File: src/rtl/shseq_pkg.sv
package shseq_pkg;
    typedef enum logic [2:0] {
        PH_IDLE   = 3'd0,
        PH_ARMED  = 3'd1,
        PH_EXPOSE = 3'd2,
        PH_READ   = 3'd3,
        PH_DONE   = 3'd4
    } phase_e;
endpackage

File: src/rtl/shseq_phase.sv
module shseq_phase
    import shseq_pkg::*;
#(
    parameter int ACT_W     = 3,
    parameter int ARM_CODE  = 5,
    parameter int READ_CODE = 6
) (
    input  logic             clk,
    input  logic             rst_n,
    input  logic             act_we,
    input  logic [ACT_W-1:0] act_code,
    input  logic             vd_pulse,
    input  logic             sync_rise,
    output phase_e           phase,
    output logic             vsub,
    output logic             subck_sup
);
    localparam logic [ACT_W-1:0] ARM_V  = ACT_W'(ARM_CODE);
    localparam logic [ACT_W-1:0] READ_V = ACT_W'(READ_CODE);

    typedef struct packed {
        phase_e ph;
        logic   vsub;
        logic   subck;
    } st_t;

    st_t st_d, st_q;
    logic active_d;

    always_comb begin
        st_d = st_q;
        unique case (st_q.ph)
            PH_IDLE:   if (act_we && act_code == ARM_V)  st_d.ph = PH_ARMED;
            PH_ARMED:  if (vd_pulse)                     st_d.ph = PH_EXPOSE;
            PH_EXPOSE: if (act_we && act_code == READ_V) st_d.ph = PH_READ;
            PH_READ:   if (sync_rise)                    st_d.ph = PH_DONE;
            PH_DONE:   if (vd_pulse)                     st_d.ph = PH_IDLE;
            default:                                     st_d.ph = PH_IDLE;
        endcase
        active_d   = (st_d.ph == PH_EXPOSE) || (st_d.ph == PH_READ);
        st_d.vsub  = active_d;
        st_d.subck = active_d;
    end

    always_ff @(posedge clk) begin
        if (!rst_n) st_q <= '{ph: PH_IDLE, vsub: 1'b0, subck: 1'b0};
        else        st_q <= st_d;
    end

    assign phase     = st_q.ph;
    assign vsub      = st_q.vsub;
    assign subck_sup = st_q.subck;
endmodule

File: src/rtl/shseq_mshut.sv
module shseq_mshut
    import shseq_pkg::*;
(
    input  logic   clk,
    input  logic   rst_n,
    input  logic   msh_we,
    input  logic   msh_val,
    input  logic   sync_fall,
    input  logic   sync_rise,
    input  phase_e phase,
    output logic   mshut,
    output logic   pend_v,
    output logic   pend_val
);
    typedef struct packed {
        logic mshut;
        logic pv;
        logic pval;
    } req_t;

    req_t r_d, r_q;
    logic open_fire, close_fire;

    always_comb begin
        r_d        = r_q;
        open_fire  = r_q.pv && r_q.pval && sync_fall && (phase == PH_EXPOSE);
        close_fire = r_q.pv && !r_q.pval && sync_rise && (phase == PH_READ);
        if (open_fire || close_fire) begin
            r_d.mshut = r_q.pval;
            r_d.pv    = 1'b0;
        end
        if (msh_we) begin
            r_d.pv   = 1'b1;
            r_d.pval = msh_val;
        end
    end

    always_ff @(posedge clk) begin
        if (!rst_n) r_q <= '0;
        else        r_q <= r_d;
    end

    assign mshut    = r_q.mshut;
    assign pend_v   = r_q.pv;
    assign pend_val = r_q.pval;
endmodule

File: src/rtl/shutter_seq.sv
module shutter_seq
    import shseq_pkg::*;
#(
    parameter int ACT_W     = 3,
    parameter int ARM_CODE  = 5,
    parameter int READ_CODE = 6
) (
    input  logic             clk,
    input  logic             rst_n,
    input  logic             act_we,
    input  logic [ACT_W-1:0] act_code,
    input  logic             msh_we,
    input  logic             msh_val,
    input  logic             vd_pulse,
    input  logic             sync_fall,
    input  logic             sync_rise,
    output logic             vsub_o,
    output logic             mshut_o,
    output logic             subck_sup_o,
    output logic [2:0]       phase_o
);
    phase_e phase;
    logic   pend_v, pend_val;

    shseq_phase #(
        .ACT_W(ACT_W), .ARM_CODE(ARM_CODE), .READ_CODE(READ_CODE)
    ) u_phase (
        .clk(clk), .rst_n(rst_n), .act_we(act_we), .act_code(act_code),
        .vd_pulse(vd_pulse), .sync_rise(sync_rise),
        .phase(phase), .vsub(vsub_o), .subck_sup(subck_sup_o)
    );

    shseq_mshut u_mshut (
        .clk(clk), .rst_n(rst_n), .msh_we(msh_we), .msh_val(msh_val),
        .sync_fall(sync_fall), .sync_rise(sync_rise), .phase(phase),
        .mshut(mshut_o), .pend_v(pend_v), .pend_val(pend_val)
    );

    assign phase_o = phase;
endmodule

File: config.mk
export PLATFORM = sky130hd
export DESIGN_NAME = shutter_seq
export DESIGN_NICKNAME = d
export VERILOG_FILES = /design/src/rtl/shseq_pkg.sv /design/src/rtl/shseq_phase.sv /design/src/rtl/shseq_mshut.sv /design/src/rtl/shutter_seq.sv
export SDC_FILE = /design/constraint.sdc
export NUM_CORES = 1
export LEC_CHECK = 0
export ABC_AREA = 1
export ABC_CLOCK_PERIOD_IN_PS = 1130
export BUFFER_PORTS_ARGS = -buffer_cell sky130_fd_sc_hd__buf_2
export CAP_MARGIN = 20
export CORE_AREA = 2 2 39 41
export DETAILED_ROUTE_END_ITERATION = 6
export DIE_AREA = 0 0 41 43
export HOLD_SLACK_MARGIN = 0.02
export PLACE_DENSITY = 0.56
export SETUP_SLACK_MARGIN = 0.2
export SLEW_MARGIN = 25
export SYNTH_ARGS = -nofsm -noshare
export SYNTH_HDL_FRONTEND = slang
export SYNTH_HIERARCHICAL = 1
export SYNTH_SLANG_ARGS = --single-unit
File: constraint.sdc
create_clock -name clk -period 1.13 [get_ports clk]
set_input_delay 0.113 -clock clk [delete_from_list [all_inputs] [get_ports clk]]
set_output_delay 0.113 -clock clk [all_outputs]
set_load 0.02 [all_outputs]
==> results.cfg, run 1 <==
[status]
outcome = complete, no violations

[sta]
tns_ns = 0
rsz0062_at_grt = true
worst_pin_slew_ns = 0.219
fin_skew_ns = 0.00614
slew_violations = 0
maxSlewHeadroom = 0.853
max_freq_mhz = 1070
setup_viol = 0
fin_crit_ns = 0.935
hold_violations = 0
timing.final.crit_share = 0.828

[pwr]
powerDensity_nw_per_um2 = 969
peakVddDrop_mv = 0.488
power_leakage_nw = 0.282

[drt]
dr.pass1.iters = 2
drt-initial-drc-count = 4
viasPerCell = 4.30
drc = 0
vias = 400
ant_nets = 0
routedWlPerCell_um = 8.99
wl_um = 836

[cells_and_area]
antennaDiodeCount = 0
layout.cells.non_filler = 93
nNetsFinal = 89
layout-drive-gt1-share = 0.494
area_growth_pct = 57.1

[worst_setup_path]
crit_family = flip-flops
crit_arrival_ns = 1.11
crit_start = u_phase/phase[0]$_SDFF_PN0_
r2r_setup_slack_ns = 0.19
start_kind = register
worstSetupPathType = reg2reg
cp_slowest_cell = dfxtp_4
crit_top_cell = a21oi_1
crit_path_max_incr_delay_ns = 0.39
r2r_start = u_phase/phase[0]$_SDFF_PN0_
crit_required_ns = 1.31
crit_path_end_kind = register
path_buf_inv = 1
path_cells = inv_2 > nor3_2 > a21oi_1 > a21oi_1
crit_fanout = 7

[die]
start_util = 0.266
core_um2 = 1380
die_width_um = 41
rows = 14
die_h_um = 43
io_pins = 17
die_area_um2 = 1760

[global_routing]
grt_usage = 0.109
grt_pass1_vias = 371
grt_pass1_wl_um = 1280
antenna_found_initial = 0
grt-ovfl-total = 0
grt_max_degree = 8

[logic_synthesis]
synth_flop_cell = dfxtp_1
synth_edf_count = 0
synth_nets = 68
ys_top_cells_by_area = dfxtp_1 38%, inv_1 13%, nand2_1 13%
synth_top_area_share = 0.381
synth_area_um2 = 368
synth_cell_types = 13
syn_inst = 57
syn_area_per_cell_um2 = 6.45
yosys.area.top_type = dfxtp_1
synth-seq-cells = 7
synth_seq_area_share = 0.381
yosysWarnings = 6
async_reset_ff_frac = 0
synthTopCellsByCount = 13 x inv_1, 13 x nand2_1, 7 x a21oi_1, 7 x dfxtp_1

[clock_tree]
cts_tree = done
clk_path_buf_depth = 2
cts_num_sinks = 7
cts_buffers = 3
cts-root-buf = clkbuf_4
clk-insertion-delay-late_ns = 0.25
path_clk_slew_ns = 0.05
htree_levels = 1

[place]
dp.final_hpwl_um = 629
place_inst = 88
port_buffers = 16
globalplace.congestion = 0.685

[hold_path]
hold_start = rst_n
hold_path_class = in2reg

[job]
max-cap-violations = 0
==> tightest hold or removal path: stages <==
cell and delay (ns):
buf_2 0.11, nand2_1 0.06, inv_1 0.04
==> through the flow <==
step	total power [mW]	hold WS, ns	setup WS, ns	instance area (um^2)	utilization
2_1_floorplan	0.303	0.210	0.230	377	-
3_3_place_gp	0.331	0.352	0.171	469	0.339
3_5_place_dp	0.332	0.356	0.168	469	0.339
4_1_cts	0.563	0.0980	0.185	523	0.378
5_1_grt	0.600	0.116	0.151	578	0.418
6_report	0.560	0.103	0.195	578	0.418
==> registers in the layout (all words and copies together), names as in the netlist <==
register / flops
u_phase/subck_sup: 1
u_mshut/mshut: 1
u_mshut/pend_v: 1
u_mshut/pend_val: 1
u_phase/phase: 3
==> per-layer routing <==
metal | vias up | part of all wire | GRT usage
met1 | 173 | 0.42 | 0.104
met3 | 0 | 0.038 | 0.0157
li1 | 219 | - | -
met5 | - | 0 | 0
met4 | 0 | 0 | 0.100
met2 | 8 | 0.54 | 0.181
==> cells by family after synthesis <==
family / synth area share
buffers and inverters: 0.153
flip-flops: 0.381
AO/OA/AOI/OAI: 0.167
AND/OR/NAND/NOR: 0.299
==> path summary, 6_finish.rpt <==
kind	cells past startpoint	end
setup / recovery	4	u_phase/phase[0]$_SDFF_PN0_
hold / removal	3	u_phase/phase[2]$_SDFF_PN0_
setup reg to reg	4	u_phase/phase[0]$_SDFF_PN0_
hold reg to reg	2	u_mshut/pend_v$_SDFFE_PN0P_
==> repair_timing <==
item,in CTS,in global routing
setup buffers,1,0
setup endpoints to repair,2,9
pin swaps,0,2
gates resized for setup,2,17
hold buffers,0,0
==> report_power, final <==
part	total, mW	internal (mW)	leakage [nW]	switching (mW)
combinational	0.0771	0.0345	0.207	0.0426
clock	0.224	0.135	0.0150	0.0891
sequential	0.260	0.250	0.0595	0.00913
==> cell type report <==
| cell class | instances | area, um^2 |
|---|---|---|
| clock buffers | 4 | 26.3 |
| flip-flops and latches | 7 | 151 |
| repair buffers | 17 | 108 |
| well taps | 16 | 20.0 |
| inverters | 13 | 48.8 |
| fillers | 152 | 806 |
| multi-input cells | 36 | 224 |
==> placed cells by master (no fill, tap or decap), drive strengths merged <==
master / netlist / layout
nor2: 5 / 5
buf: 1 / 17
nand2: 13 / 13
nor3: 2 / 2
o21bai: 1 / 1
clkbuf: 0 / 4
inv: 13 / 13
dfxtp: 7 / 7
nand3: 5 / 5
a21oi: 8 / 8
o21ai: 2 / 2
Note: power is estimated with default switching activity, not from simulation.
==> run 2, diff against run 1 <==
--- a/config.mk
+++ b/config.mk
@@ -6,7 +6,7 @@
 export NUM_CORES = 1
 export LEC_CHECK = 0
 export ABC_AREA = 1
-export ABC_CLOCK_PERIOD_IN_PS = 1130
+export ABC_CLOCK_PERIOD_IN_PS = 890
 export BUFFER_PORTS_ARGS = -buffer_cell sky130_fd_sc_hd__buf_2
 export CAP_MARGIN = 20
 export CORE_AREA = 2 2 39 41
==> constraint.sdc (replaced) <==
create_clock -name clk -period 0.89 [get_ports clk]
set_input_delay 0.089 -clock clk [delete_from_list [all_inputs] [get_ports clk]]
set_output_delay 0.089 -clock clk [all_outputs]
set_load 0.02 [all_outputs]
==> run 2 against run 1 <==
Net effect:
- the flow now finishes with violations (negative setup slack)
- first-iteration DRC count grew 130%
- critical path depth shrank 1
- largest power group unchanged
- final cell count is the same
- maximum frequency grew 0.65%
- clock skew shrank 0.0039 ns
==> results.cfg, run 2 (synthesis results as in run 1) <==
[job]
max-cap-violations = 0

[die]
core_um2 = 1380
die_width_um = 41
start_util = 0.266
io_pins = 17
die_h_um = 43
die_area_um2 = 1760
rows = 14

[clock_tree]
cts_tree = done
path_clk_slew_ns = 0.06
cts_num_sinks = 7
cts-root-buf = clkbuf_4
cts_buffers = 3
clk-insertion-delay-late_ns = 0.25
htree_levels = 1
post-cts-setup-buffers = 0
clk_path_buf_depth = 2

[drt]
viasPerCell = 4.40
drc = 0
ant_nets = 0
routedWlPerCell_um = 9.39
dr.pass1.iters = 2
drt-initial-drc-count = 9
wl_um = 873
vias = 409

[worst_setup_path]
start_kind = register
crit_path_end_kind = register
worstSetupPathType = reg2reg
crit_arrival_ns = 1.10
crit_required_ns = 1.06
crit_fanout = 7

[sta]
fin_crit_ns = 0.929
postLayoutSetupSlackWorst_ns = -0.0391
setup_viol = 5
timing.final.crit_share = 1.04
worst_pin_slew_ns = 0.191
slew_violations = 0
maxSlewHeadroom = 0.872
hold_violations = 0
tns_ns = -0.105
fin_skew_ns = 0.00222
rsz0062_at_grt = true
worst_hold_slack_ns = 0.0791
max_freq_mhz = 1080

[place]
globalplace.congestion = 0.715
placed_area_um2 = 503
dp.final_hpwl_um = 667
port_buffers = 16

[pwr]
combPwrFrac = 0.144
switching_share = 0.265
power.total_mw = 0.734
power_leakage_nw = 0.283
seq_power_share = 0.453
peakVddDrop_mv = 0.617
powerDensity_nw_per_um2 = 1240
p_int_mw = 0.539
switchingPower_mw = 0.195
p_clk_frac = 0.402

[cells_and_area]
layout-drive-gt1-share = 0.571
final_cell_mix = 10 x buf_2, 10 x inv_1, 10 x nand2_1
largest_reg_flops = 3
area_growth_pct = 61.6
nNetsFinal = 89
fin_util = 0.429
antennaDiodeCount = 0
final_area_um2 = 594

[hold_path]
hold_path_class = in2reg

[global_routing]
grt_max_degree = 8
grt-ovfl-total = 0
antenna_found_initial = 0
grt_pass1_wl_um = 1410
grt_usage = 0.121
grt_pass1_vias = 372

[status]
violations = negative setup slack
outcome = finished with violations
## run 2: final cells by class
| type | count | area (um^2) |
|---|---|---|
| sequential | 7 | 154 |
| fill | 149 | 790 |
| inverter | 13 | 48.8 |
| timing repair buffer | 17 | 118 |
| clock buffer | 4 | 26.3 |
| multi-input combinational | 36 | 228 |
| tap | 16 | 20.0 |
## run 2: layer usage
layer  wire length, um  up-vias  track usage
met3                22        2       0.0314
li1                  -      217            -
met1               394      185        0.129
met2               443        5        0.184
met5                 0        -            0
met4                12        0        0.100
## run 2: metrics by stage
step	cells	setup slack (ns)
after floorplan	57	0.0162
after global placement	89	-0.0266
after detailed placement	89	-0.0275
after CTS	93	-0.0327
after global routing	93	-0.0949
final	93	-0.0391
## run 2: worst paths after layout
kind                                                      end                     startpoint  depth (start not counted)  slack, ns
worst max-delay path              u_phase/phase[1]$_SDFF_PN0_    u_phase/phase[1]$_SDFF_PN0_                          3      -0.04
worst min-delay path              u_phase/phase[2]$_SDFF_PN0_                          rst_n                          3       0.08
worst max register to register    u_phase/phase[1]$_SDFF_PN0_    u_phase/phase[1]$_SDFF_PN0_                          3      -0.04
worst min register to register  u_mshut/pend_val$_SDFFE_PN0P_  u_mshut/pend_val$_SDFFE_PN0P_                          2       0.48
## run 2: power groups by stage
stage	registers (mW)	clock network [mW]	logic, mW
6_report	0.333	0.295	0.106
5_1_grt	0.334	0.315	0.118
4_1_cts	0.332	0.302	0.0983
3_5_place_dp	0.335	0	0.0913
3_3_place_gp	0.335	0	0.0905
2_1_floorplan	0.339	0	0.0469
## run 2: critical path, stage by stage (launching register included)
cell and delay [ns]:
dfxtp_4 0.38, nor3_2 0.23, a21oi_2 0.08, a21oi_1 0.15
## run 2: what timing repair did
action | in CTS | in global routing
pin swaps | 0 | 1
gates resized for setup | 15 | 7
setup endpoints to repair | 12 | 12
hold buffers | 0 | 0
==> run 3, diff against run 2 <==
--- a/config.mk
+++ b/config.mk
@@ -14,7 +14,7 @@
 export DIE_AREA = 0 0 41 43
 export HOLD_SLACK_MARGIN = 0.02
 export PLACE_DENSITY = 0.56
-export SETUP_SLACK_MARGIN = 0.2
+export SETUP_SLACK_MARGIN = 0.3
 export SLEW_MARGIN = 25
 export SYNTH_ARGS = -nofsm -noshare
 export SYNTH_HDL_FRONTEND = slang
==> run 3 against run 2 <==
Net effect:
- the run still ends with negative setup slack left
- design area increased by 9.3%
- clock power is 2% lower
- global-route usage rose by 0.89 points
- critical path depth is 2 higher
- sequential power hardly changed
- critical path type unchanged
- critical endpoint is now u_phase/phase[0]$_SDFF_PN0_
==> results.cfg, run 3 (synthesis results as in run 1) <==
[drt]
viasPerCell = 4.52
drt-initial-drc-count = 7
wl_um = 1050
drc = 0
dr.pass1.iters = 4
vias = 429
ant_nets = 0
routedWlPerCell_um = 11.0

[worst_setup_path]
crit_arrival_ns = 1.17
crit_family = flip-flops
cp_slowest_cell = dfxtp_4
crit_path_max_incr_delay_ns = 0.40
crit_top_cell = nand2_1
worstRegToRegCells = 5
r2r_start = u_phase/phase[1]$_SDFF_PN0_
crit_start = u_phase/phase[1]$_SDFF_PN0_
crit_fanout = 7
start_kind = register
crit_required_ns = 1.06
crit_path_end_kind = register
cp-endpoint = u_phase/phase[0]$_SDFF_PN0_
path_cells = nor2_4 > nand2_1 > a21oi_2 > nand2_1 > a21oi_1
worstSetupPathType = reg2reg
path_buf_inv = 0
r2r_setup_slack_ns = -0.11
path_depth = 5
r2r-end = u_phase/phase[0]$_SDFF_PN0_

[sta]
hold_violations = 0
fin_crit_ns = 0.997
max_freq_mhz = 1000
fin_skew_ns = 0.00134
timing.final.crit_share = 1.12
worst_hold_slack_ns = 0.0886
worst_pin_slew_ns = 0.168
slew_violations = 0
postLayoutSetupSlackWorst_ns = -0.107
tns_ns = -0.364
setup_viol = 9
rsz0062_at_grt = true
maxSlewHeadroom = 0.887

[pwr]
combPwrFrac = 0.150
switching_share = 0.263
power_leakage_nw = 0.295
switchingPower_mw = 0.193
p_clk_frac = 0.393
seq_power_share = 0.456
p_int_mw = 0.539
powerDensity_nw_per_um2 = 1130
peakVddDrop_mv = 0.687

[cells_and_area]
antennaDiodeCount = 0
nNetsFinal = 91
area_growth_pct = 76.5
layout-drive-gt1-share = 0.570
num-fill-cells = 145
final_common_cell = nand2_1
largest_reg_flops = 3
layout.cells.non_filler = 95
final_cell_mix = 11 x nand2_1, 10 x buf_2, 10 x inv_1

[global_routing]
grt-ovfl-total = 0
grt_max_degree = 8
grt_usage = 0.130
grt_pass1_wl_um = 1460
grt_pass1_vias = 369
antenna_found_initial = 0

[place]
dp.final_hpwl_um = 694
globalplace.congestion = 0.722
port_buffers = 16
place_inst = 90

[clock_tree]
cts_num_sinks = 7
cts_tree = done
path_clk_slew_ns = 0.05
clk-insertion-delay-late_ns = 0.25
cts-root-buf = clkbuf_4
cts_buffers = 3
htree_levels = 1
clk_path_buf_depth = 2

[status]
violations = negative setup slack
outcome = finished with violations

[die]
die_area_um2 = 1760
io_pins = 17
die_width_um = 41
rows = 14
core_um2 = 1380
die_h_um = 43
start_util = 0.266

[hold_path]
whs_path_depth = 3
hold_path_class = in2reg

[job]
max-cap-violations = 0
## run 3: changes by cell type in the layout (fill, tap and decap cells not counted), moves of 2 or more
cell,previous run,this run
buf_4,3,1
buf_6,4,8
inv_2,3,1
inv_4,0,2
nand3_4,0,2
nor3_2,2,0
## run 3: worst min path at each step
stage,from,endpoint
detailed placement,rst_n,u_phase/phase[2]$_SDFF_PN0_
global route,rst_n,u_phase/phase[2]$_SDFF_PN0_
floorplan,rst_n,u_phase/phase[2]$_SDFF_PN0_
CTS,rst_n,u_phase/phase[2]$_SDFF_PN0_
finish,rst_n,u_phase/phase[2]$_SDFF_PN0_
global placement,rst_n,u_phase/phase[2]$_SDFF_PN0_
## run 3: worst reg2reg max path, delay by kind of cell, from the launching register on
| kind | cells | cell delay [ns] |
|---|---|---|
| and+or+nand+nor | 3 | 0.27 |
| AOI/OAI and AO/OA | 2 | 0.26 |
| DFF | 1 | 0.40 |
## run 3: power by group through the flow
stage	Sequential (mW)	Combinational, mW	Clock, mW
3_5_place_dp	0.333	0.0909	0
2_1_floorplan	0.338	0.0477	0
6_report	0.334	0.110	0.288
3_3_place_gp	0.333	0.0915	0
5_1_grt	0.336	0.122	0.331
4_1_cts	0.330	0.0984	0.305
## run 3: area by class of cell
cell class / instances / area, um^2 / area share
Tap cell: 16 / 20.0 / 0.0308
Inverter: 13 / 53.8 / 0.0829
Multi-Input combinational cell: 36 / 244 / 0.376
Clock buffer: 4 / 26.3 / 0.0405
Timing Repair Buffer: 19 / 148 / 0.227
Sequential cell: 7 / 158 / 0.243
## run 3: per-stage QoR
stage	cell area [um^2]	total power, mW	setup slack (ns)	util
floorplan	410	0.385	0.0162	-
CTS	598	0.734	-0.0682	0.432
global placement	514	0.424	-0.0497	0.372
global route	649	0.788	-0.164	0.469
detailed placement	514	0.424	-0.0349	0.372
finish	649	0.732	-0.107	0.469
## run 3: routing by layer
| metal | up-vias | GRT usage | share of wire |
|---|---|---|---|
| li1 | 222 | - | - |
| met1 | 192 | 0.129 | 0.39 |
| met2 | 13 | 0.194 | 0.55 |
| met3 | 2 | 0.0628 | 0.041 |
| met4 | 0 | 0.100 | 0.018 |
| met5 | - | 0 | 0 |
## run 3: what timing repair did
item | in CTS | in global routing
resized for setup | 17 | 12
hold buffers | 0 | 0
pin swaps | 5 | 5
buffers inserted | 0 | 1
endpoints found under the setup margin | 12 | 13
